==> src/rtl/can_mode_pkg.sv <==
package can_mode_pkg;

   typedef enum logic [2:0] {
      MD_NORMAL  = 3'b000,
      MD_DISABLE = 3'b001,
      MD_LOOP    = 3'b010,
      MD_LISTEN  = 3'b011,
      MD_CONFIG  = 3'b100,
      MD_RXALL   = 3'b111
   } mode_e;

   typedef struct packed {
      logic tx_en;
      logic rx_en;
      logic ack_en;
      logic err_clr;
      logic err_hold;
      logic err_ignore;
      logic loop_sel;
      logic txpin_own;
      logic rxpin_own;
      logic cfg_unlock;
   } ctrl_t;

   function automatic logic mode_valid(input logic [2:0] code);
      return (code != 3'b101) && (code != 3'b110);
   endfunction

   function automatic logic mode_can_tx(input logic [2:0] code);
      return (code == MD_NORMAL) || (code == MD_LOOP);
   endfunction

endpackage

==> src/rtl/can_idle_cnt.sv <==
module can_idle_cnt #(
   parameter int IDLE_BITS = 11
) (
   input  logic clk,
   input  logic rst_n,
   input  logic strobe,
   input  logic val,
   input  logic restart,
   output logic idle
);
   localparam int CW = $clog2(IDLE_BITS + 1);
   localparam logic [CW-1:0] TOP = CW'(IDLE_BITS);

   logic [CW-1:0] cnt;

   always_ff @(posedge clk or negedge rst_n) begin
      if (!rst_n) begin
         cnt <= '0;
      end else if (restart) begin
         cnt <= '0;
      end else if (strobe) begin
         if (!val) begin
            cnt <= '0;
         end else if (cnt != TOP) begin
            cnt <= cnt + 1'b1;
         end
      end
   end

   assign idle = (cnt == TOP);
endmodule

==> src/rtl/can_mode_reg.sv <==
module can_mode_reg
   import can_mode_pkg::*;
(
   input  logic       clk,
   input  logic       rst_n,
   input  logic [2:0] req_mode,
   input  logic       idle,
   input  logic       tx_busy,
   input  logic       entry_wait,
   output mode_e      cur_mode,
   output logic       accept
);
   logic differs;
   logic gate_ok;
   logic early_off;

   assign differs   = mode_valid(req_mode) && (req_mode != cur_mode);
   assign early_off = (req_mode == MD_DISABLE) && entry_wait;
   assign gate_ok   = !((req_mode == MD_CONFIG) && tx_busy);
   assign accept    = differs && gate_ok && (idle || early_off);

   always_ff @(posedge clk or negedge rst_n) begin
      if (!rst_n) begin
         cur_mode <= MD_CONFIG;
      end else if (accept) begin
         cur_mode <= mode_e'(req_mode);
      end
   end
endmodule

==> src/rtl/can_mode_decode.sv <==
module can_mode_decode
   import can_mode_pkg::*;
(
   input  mode_e mode,
   output ctrl_t ctrl
);
   always_comb begin
      ctrl = '0;
      unique case (mode)
         MD_NORMAL: begin
            ctrl.tx_en     = 1'b1;
            ctrl.rx_en     = 1'b1;
            ctrl.ack_en    = 1'b1;
            ctrl.txpin_own = 1'b1;
            ctrl.rxpin_own = 1'b1;
         end
         MD_DISABLE: begin
            ctrl.err_hold = 1'b1;
         end
         MD_LOOP: begin
            ctrl.tx_en    = 1'b1;
            ctrl.rx_en    = 1'b1;
            ctrl.ack_en   = 1'b1;
            ctrl.loop_sel = 1'b1;
         end
         MD_LISTEN: begin
            ctrl.rx_en     = 1'b1;
            ctrl.err_hold  = 1'b1;
            ctrl.rxpin_own = 1'b1;
         end
         MD_RXALL: begin
            ctrl.rx_en      = 1'b1;
            ctrl.err_hold   = 1'b1;
            ctrl.err_ignore = 1'b1;
            ctrl.rxpin_own  = 1'b1;
         end
         default: begin
            ctrl.err_clr    = 1'b1;
            ctrl.cfg_unlock = 1'b1;
         end
      endcase
   end
endmodule

==> src/rtl/can_tx_gate.sv <==
module can_tx_gate
   import can_mode_pkg::*;
(
   input  logic       clk,
   input  logic       rst_n,
   input  mode_e      cur_mode,
   input  logic       accept,
   input  logic [2:0] target,
   input  logic       idle,
   input  logic       tx_req_set,
   input  logic       abort_clr,
   output logic       entry_wait,
   output logic       pending,
   output logic       start,
   output logic       abort
);
   logic go;
   logic cut;

   assign go  = pending && mode_can_tx(cur_mode) && !entry_wait;
   assign cut = accept && (target == MD_DISABLE) && entry_wait && pending;

   always_ff @(posedge clk or negedge rst_n) begin
      if (!rst_n) begin
         entry_wait <= 1'b0;
      end else if (accept) begin
         entry_wait <= mode_can_tx(target);
      end else if (idle) begin
         entry_wait <= 1'b0;
      end
   end

   always_ff @(posedge clk or negedge rst_n) begin
      if (!rst_n) begin
         pending <= 1'b0;
         start   <= 1'b0;
      end else begin
         start <= go;
         if (tx_req_set) begin
            pending <= 1'b1;
         end else if (go || cut) begin
            pending <= 1'b0;
         end
      end
   end

   always_ff @(posedge clk or negedge rst_n) begin
      if (!rst_n) begin
         abort <= 1'b0;
      end else if (cut) begin
         abort <= 1'b1;
      end else if (abort_clr) begin
         abort <= 1'b0;
      end
   end
endmodule

==> src/rtl/can_wake_det.sv <==
module can_wake_det #(
   parameter int WAKE_MIN = 1
) (
   input  logic clk,
   input  logic rst_n,
   input  logic armed,
   input  logic strobe,
   input  logic val,
   input  logic wake_clr,
   output logic wake_flag
);
   logic hit;

   generate
      if (WAKE_MIN == 1) begin : g_direct
         assign hit = armed && strobe && !val;
      end else begin : g_filter
         localparam int FW = $clog2(WAKE_MIN);
         localparam logic [FW-1:0] LAST = FW'(WAKE_MIN - 1);
         logic [FW-1:0] run;
         always_ff @(posedge clk or negedge rst_n) begin
            if (!rst_n) begin
               run <= '0;
            end else if (!armed) begin
               run <= '0;
            end else if (strobe) begin
               if (val) begin
                  run <= '0;
               end else if (run != LAST) begin
                  run <= run + 1'b1;
               end
            end
         end
         assign hit = armed && strobe && !val && (run == LAST);
      end
   endgenerate

   always_ff @(posedge clk or negedge rst_n) begin
      if (!rst_n) begin
         wake_flag <= 1'b0;
      end else if (hit) begin
         wake_flag <= 1'b1;
      end else if (wake_clr) begin
         wake_flag <= 1'b0;
      end
   end
endmodule

==> src/rtl/can_mode_seq.sv <==
module can_mode_seq
   import can_mode_pkg::*;
#(
   parameter int IDLE_BITS = 11,
   parameter int WAKE_MIN  = 1,
   parameter int MODE_W    = 3
) (
   input  logic              clk,
   input  logic              rst_n,
   input  logic [MODE_W-1:0] req_mode,
   input  logic              bit_strobe,
   input  logic              bit_val,
   input  logic              tx_busy,
   input  logic              tx_req_set,
   input  logic              rx_err,
   input  logic              wake_clr,
   input  logic              abort_clr,
   output logic [MODE_W-1:0] cur_mode,
   output logic              bus_idle,
   output logic              tx_en,
   output logic              rx_en,
   output logic              ack_en,
   output logic              err_clr,
   output logic              err_hold,
   output logic              err_ignore,
   output logic              loop_sel,
   output logic              txpin_own,
   output logic              rxpin_own,
   output logic              cfg_unlock,
   output logic              part_xfer,
   output logic              wake_flag,
   output logic              tx_pending,
   output logic              tx_start,
   output logic              tx_abort
);
   generate
      if (MODE_W != 3) begin : g_bad_w
         $error("MODE_W must be 3");
      end
      if (IDLE_BITS < 2) begin : g_bad_idle
         $error("IDLE_BITS must be at least 2");
      end
      if (WAKE_MIN < 1) begin : g_bad_wake
         $error("WAKE_MIN must be at least 1");
      end
   endgenerate

   mode_e mode_q;
   logic  accept;
   logic  entry_wait;
   ctrl_t ctrl;

   can_idle_cnt #(.IDLE_BITS(IDLE_BITS)) u_idle (
      .clk     (clk),
      .rst_n   (rst_n),
      .strobe  (bit_strobe),
      .val     (bit_val),
      .restart (accept),
      .idle    (bus_idle)
   );

   can_mode_reg u_mode (
      .clk        (clk),
      .rst_n      (rst_n),
      .req_mode   (req_mode),
      .idle       (bus_idle),
      .tx_busy    (tx_busy),
      .entry_wait (entry_wait),
      .cur_mode   (mode_q),
      .accept     (accept)
   );

   can_mode_decode u_dec (
      .mode (mode_q),
      .ctrl (ctrl)
   );

   can_tx_gate u_txg (
      .clk        (clk),
      .rst_n      (rst_n),
      .cur_mode   (mode_q),
      .accept     (accept),
      .target     (req_mode),
      .idle       (bus_idle),
      .tx_req_set (tx_req_set),
      .abort_clr  (abort_clr),
      .entry_wait (entry_wait),
      .pending    (tx_pending),
      .start      (tx_start),
      .abort      (tx_abort)
   );

   can_wake_det #(.WAKE_MIN(WAKE_MIN)) u_wake (
      .clk       (clk),
      .rst_n     (rst_n),
      .armed     (mode_q == MD_DISABLE),
      .strobe    (bit_strobe),
      .val       (bit_val),
      .wake_clr  (wake_clr),
      .wake_flag (wake_flag)
   );

   assign cur_mode   = mode_q;
   assign tx_en      = ctrl.tx_en;
   assign rx_en      = ctrl.rx_en;
   assign ack_en     = ctrl.ack_en;
   assign err_clr    = ctrl.err_clr;
   assign err_hold   = ctrl.err_hold;
   assign err_ignore = ctrl.err_ignore;
   assign loop_sel   = ctrl.loop_sel;
   assign txpin_own  = ctrl.txpin_own;
   assign rxpin_own  = ctrl.rxpin_own;
   assign cfg_unlock = ctrl.cfg_unlock;
   assign part_xfer  = ctrl.err_ignore & rx_err;
endmodule

==> config.mk <==
export PLATFORM = sky130hd
export DESIGN_NAME = can_mode_seq
export DESIGN_NICKNAME = d
export VERILOG_FILES = /design/src/rtl/can_mode_pkg.sv /design/src/rtl/can_idle_cnt.sv /design/src/rtl/can_mode_reg.sv /design/src/rtl/can_mode_decode.sv /design/src/rtl/can_tx_gate.sv /design/src/rtl/can_wake_det.sv /design/src/rtl/can_mode_seq.sv
export SDC_FILE = /design/constraint.sdc
export NUM_CORES = 1
export LEC_CHECK = 0
export ABC_AREA = 1
export BUFFER_PORTS_ARGS = -buffer_cell sky130_fd_sc_hd__buf_2
export CAP_MARGIN = 20
export CORE_MARGIN = 4
export CORE_UTILIZATION = 46
export DETAILED_ROUTE_END_ITERATION = 10
export GPL_TIMING_DRIVEN = 1
export HOLD_SLACK_MARGIN = 0.02
export PLACE_DENSITY = 0.76
export SYNTH_ARGS = -nofsm -noshare
export SYNTH_HDL_FRONTEND = slang
export SYNTH_SLANG_ARGS = --single-unit
==> constraint.sdc <==
create_clock -name clk -period 1.4 [get_ports clk]
set_input_delay 0 -clock clk [delete_from_list [all_inputs] [get_ports clk]]
set_output_delay 0 -clock clk [all_outputs]
set_load 0.005 [all_outputs]
-- Word level (Yosys, flattened, before mapping)
Index checks and enable logic that the tools add are counted.
- bits of input ports: 12
- logic and storage cells: 75
- output and inout port bits: 19
- register bits after elaboration: 12
- reduce and logical (&&, ||, !) cells: 33
- mux-type cells: 20
- equal/unequal tests: 13
- $add $sub $neg: 1
- bitwise gates (word level): 1
- operator list (operator ; count):
    2-to-1 mux 1 bit ; 16
    2-to-1 mux 4 bit ; 4
    logical AND 1 bit ; 13
    nonzero test 2 bit ; 5
    == test 3 x 2 -> 1 bit (second input constant) ; 3
    == test 3 x 1 -> 1 bit (second input constant) ; 2
    == test 3 bit (second input constant) ; 2
    logical NOT 3 bit ; 2
    inequality test 3 bit (second input constant) ; 2
    OR reduction 3 bit ; 2
    OR reduction 5 bit ; 1
    adder 4 x 1 -> 4 bit (second input constant) ; 1
    == test 4 bit (second input constant) ; 1
    logical OR 1 bit ; 4
    inequality test 4 bit (second input constant) ; 1
    OR reduction 4 bit ; 1
    logical NOT 1 bit ; 3
    inequality test 3 x 1 -> 1 bit (second input constant) ; 1
    inequality test 3 bit ; 1
    AND reduction 2 bit ; 1
    OR reduction 2 bit ; 1
    bitwise AND 1 bit ; 1

-- Longest topological paths before layout
- depth in word-level cells: 11
- gate-level depth with buffers: 8

-- By module
Synthesis repeated with hierarchy kept, for this count alone.
- cells, all modules: 119
- area total of the unflattened synthesis: 818.3 sq um
- by module, submodules not included (module ; cells each ; area each (sq um) ; instances):
    can_idle_cnt ; 40 ; 261.5 ; 1
    can_mode_reg ; 31 ; 226.5 ; 1
    can_tx_gate ; 23 ; 193.9 ; 1
    can_mode_decode ; 14 ; 70.1 ; 1
    can_wake_det ; 6 ; 45.0 ; 1
    can_mode_seq ; 5 ; 21.3 ; 1

-- Worst setup path after synthesis
OpenSTA, ideal clock, no wires.
- path type: register to register
- start point: register u_mode.cur_mode[2]
- end point: register u_mode.cur_mode[0]
- setup time: 0.065 ns
- path slack: 0.161 ns
- cell stages (with the launch flop): 7
- data required time: 1.335 ns
- period minus slack after synthesis: 1.239 ns
- arrival time: 1.174 ns
- buffers on the path: 1
- cell sequence: dfstp_2 -> buf_2 -> xor2_1 -> nor2_2 -> nor2_4 -> nand2_1 -> nand2_1
- word-level cells in the longest chain between the ends: 4
- ends and longest elaborated chain (item ; line ; RTL):
    from (decl) ; can_mode_reg.sv:10 ; output mode_e cur_mode,
    from (signal assigned) ; can_mode_reg.sv:26 ; cur_mode <= mode_e'(req_mode);
    inequality test 3 bit ; can_mode_reg.sv:17 ; assign differs = mode_valid(req_mode) && (req_mode != cur_mode);
    logical AND 1 bit ; can_mode_reg.sv:17 ;
    logical AND 1 bit (2 in series) ; can_mode_reg.sv:20 ; assign accept = differs && gate_ok && (idle || early_off);
Every way passes these cells.
A chain may end at the register's enable or synchronous reset.

-- Final worst setup path
- start point: register u_mode.cur_mode[2]
- end point: register u_mode.cur_mode[1]
The elaborated chain is that of the path after synthesis.

==> flow_summary.toml <==
[status]
outcome = "finished, final reports clean"

[timing]
hold_viol = 0
drv_slew = 0
finalSetupTns_ns = 0
rsz0062_at_grt = "false"
fin_crit_sh_pct = 95.0
max_freq_mhz = 752
hold_ws_ns = 0.0413
worst_pin_slew_ns = 0.283
min_period_ns = 1.33
finClkSkew_ns = 0.000589
slew_headroom_pct = 81.1
finalSetupViolCount = 0

[clocking]
cts_tree = "done"
root_buffer = "clkbuf_4"
numCtsBuffers = 3
cts.clk_slew.worst_paths_ns = 0.08
htreeDepth = 1
clock_latency_ns = 0.28
clock_path_buffers = 2
cts_sinks = 12

[global_routing]
grt_usage_pct = 15.8
grt_max_degree = 13
busiest_layer = "met2"
grt_pass1_wl_um = 3120
grt_util_met1_pct = 21.3
antenna_found_initial = 0
met2_usage_pct = 23.3
grt_overflow = 0
globalRouteMet3Util_pct = 7.95
grt_pass1_vias = 777

[route]
vias = 896
wl_um = 2040
vias_per_cell = 5.18
first_pass_iters = 4
routedWlPerCell_um = 11.8
drt_iter0_drc = 28
ant_nets = 0
drcViolationCount = 0

[final_layout]
layout_commonest_cell = "nand2_1"
final_nets = 171
area_delta_synth_final_pct = 42.6
drive_gt1_share_pct = 33.8
stdcell_count = 173
fin_area_mm2 = 0.00110
final_cell_mix = "nand2_1, buf_2, inv_1"
n_antenna_cell = 0

[critical_path]
arrival_ns = 1.55
start_kind = "flop"
ff2ff_path_depth = 6
cp-end-kind = "flop"
required_ns = 1.62
path_max_fanout = 5
criticalPathCategory = "reg2reg"

[logic_synthesis]
synth_cell_type_count = 23
synth-simple-area-share_pct = 39.3
syn-cell-area_um2 = 773
synth_mux_area_share_pct = 0
yosys_warnings = 0
synthAdderAreaFrac_pct = 1.62
synth_fp_nets = 129
avgSynthCellArea_um2 = 6.67
synth_top_family_by_area = "simple AND/OR/NAND/NOR gates"
ys_ff_latch = 12
synth_seq_area_share_pct = 39.0
synth_xor_area_share_pct = 2.27
synth-compound-area-share_pct = 5.83
synthesis.instances = 116

[power]
leakagePower_nw = 0.619
peakVddDrop_mv = 0.990
cellPowerDensity_mw_per_mm2 = 1630
total_power_mw = 1.79

[worst_hold_path]
min-delay-path-class = "in2reg"
hold_depth = 3

[floorplanning]
core_mm2 = 0.00154
ioPinCount = 31
initial_core_util_pct = 50.2
die_area_mm2 = 0.00240
row_count = 14
die_w_um = 49
dieHeight_um = 49

[placement]
gp_congestion = 0.826
portBuffers = 30
placed_cells = 158
post-dp-hpwl_um = 1420
post_dp_cell_area_um2 = 918

[job]
drv_cap = 0
-- repair_timing --
action                                  4_1_cts  5_1_grt
endpoints found under the setup margin        2       15
hold buffers                                  8        0
cloned                                        0        0
hold endpoints to repair                     18        0
buffers inserted                              2        1
pin swaps                                     0        1
resized for setup                             0       10
-- sequential cells by signal, indices dropped and copies added (netlist names) --
| signal | count |
|---|---|
| u_txg.entry_wait | 1 |
| u_wake.wake_flag | 1 |
| u_idle.cnt | 4 |
| u_mode.cur_mode | 3 |
| u_txg.abort | 1 |
| u_txg.pending | 1 |
| u_txg.start | 1 |
-- per-stage QoR --
stage | utilization [%] | setup WS, ns
5_1_grt | 71.5 | 0.0151
4_1_cts | 68.1 | 0.00604
3_3_place_gp | 59.6 | 0.141
6_report | 71.5 | 0.0696
3_5_place_dp | 59.6 | 0.0972
2_1_floorplan | - | 0.161
-- where the power goes --
| part | total (mW) | switching, mW | internal, mW |
|---|---|---|---|
| registers | 0.583 | 0.121 | 0.462 |
| clock network | 0.279 | 0.121 | 0.158 |
| logic | 0.932 | 0.504 | 0.428 |
| total | 1.79 | 0.746 | 1.05 |
-- cell type report --
cell class                 instances  area, um2
clock buffer                       4       36.3
fill                             130        439
inverter                          18       67.6
multi-input combinational         82        424
tap                               16       20.0
sequential                        12        302
timing repair buffer              41        253
-- per-layer routing --
metal | wire [um] | share of wire (%)
met1 | 834 | 41
met2 | 1000 | 49
met3 | 205 | 10
met4 | 0 | 0
met5 | 0 | 0
-- critical path, stage by stage (launching register included) --
cell and delay (ns):
dfstp_2 0.56, buf_4 0.17, xnor2_1 0.13, nand3_1 0.16, nand3_2 0.14, nand2_1 0.06
nand2_1 0.06
-- path summary, 6_finish.rpt --
| check | startpoint | endpoint | slack (ns) |
|---|---|---|---|
| max reg2reg | u_mode.cur_mode[2] | u_mode.cur_mode[1] | 0.07 |
| min | bit_val | u_idle.cnt[1] | 0.04 |
| min in group asynchronous | rst_n | u_idle.cnt[0] | 0.12 |
| max | u_mode.cur_mode[2] | u_mode.cur_mode[1] | 0.07 |
| max in group asynchronous | rst_n | u_mode.cur_mode[2] | 1.00 |
| min reg2reg | u_wake.wake_flag | u_wake.wake_flag | 0.52 |
-- cells in the mapped netlist, drive strengths merged --
library cell | instances | area [um2]
nand2 | 38 | 148
inv | 18 | 67.6
nor2 | 16 | 70.1
dfrtp | 11 | 275
nand3 | 11 | 55.1
o21ai | 5 | 25.0
a21oi | 4 | 20.0
buf | 3 | 20.0
nand4 | 2 | 12.5
clkbuf | 1 | 5.00
dfstp | 1 | 26.3
ha | 1 | 12.5
nor3 | 1 | 5.00
nor3b | 1 | 7.51
or2 | 1 | 6.26
xnor2 | 1 | 8.76
xor2 | 1 | 8.76
-- cells by family (layout without fill, tap and decap cells) --
| family | Yosys count | after routing |
|---|---|---|
| AOI/OAI and AO/OA | 9 | 9 |
| xor gates and xnor gates | 2 | 2 |
| adders and majority gates | 1 | 1 |
| buffers and inverters | 22 | 63 |
| DFF | 12 | 12 |
| and+or+nand+nor | 70 | 70 |
Power figures use the tool's default switching activity.
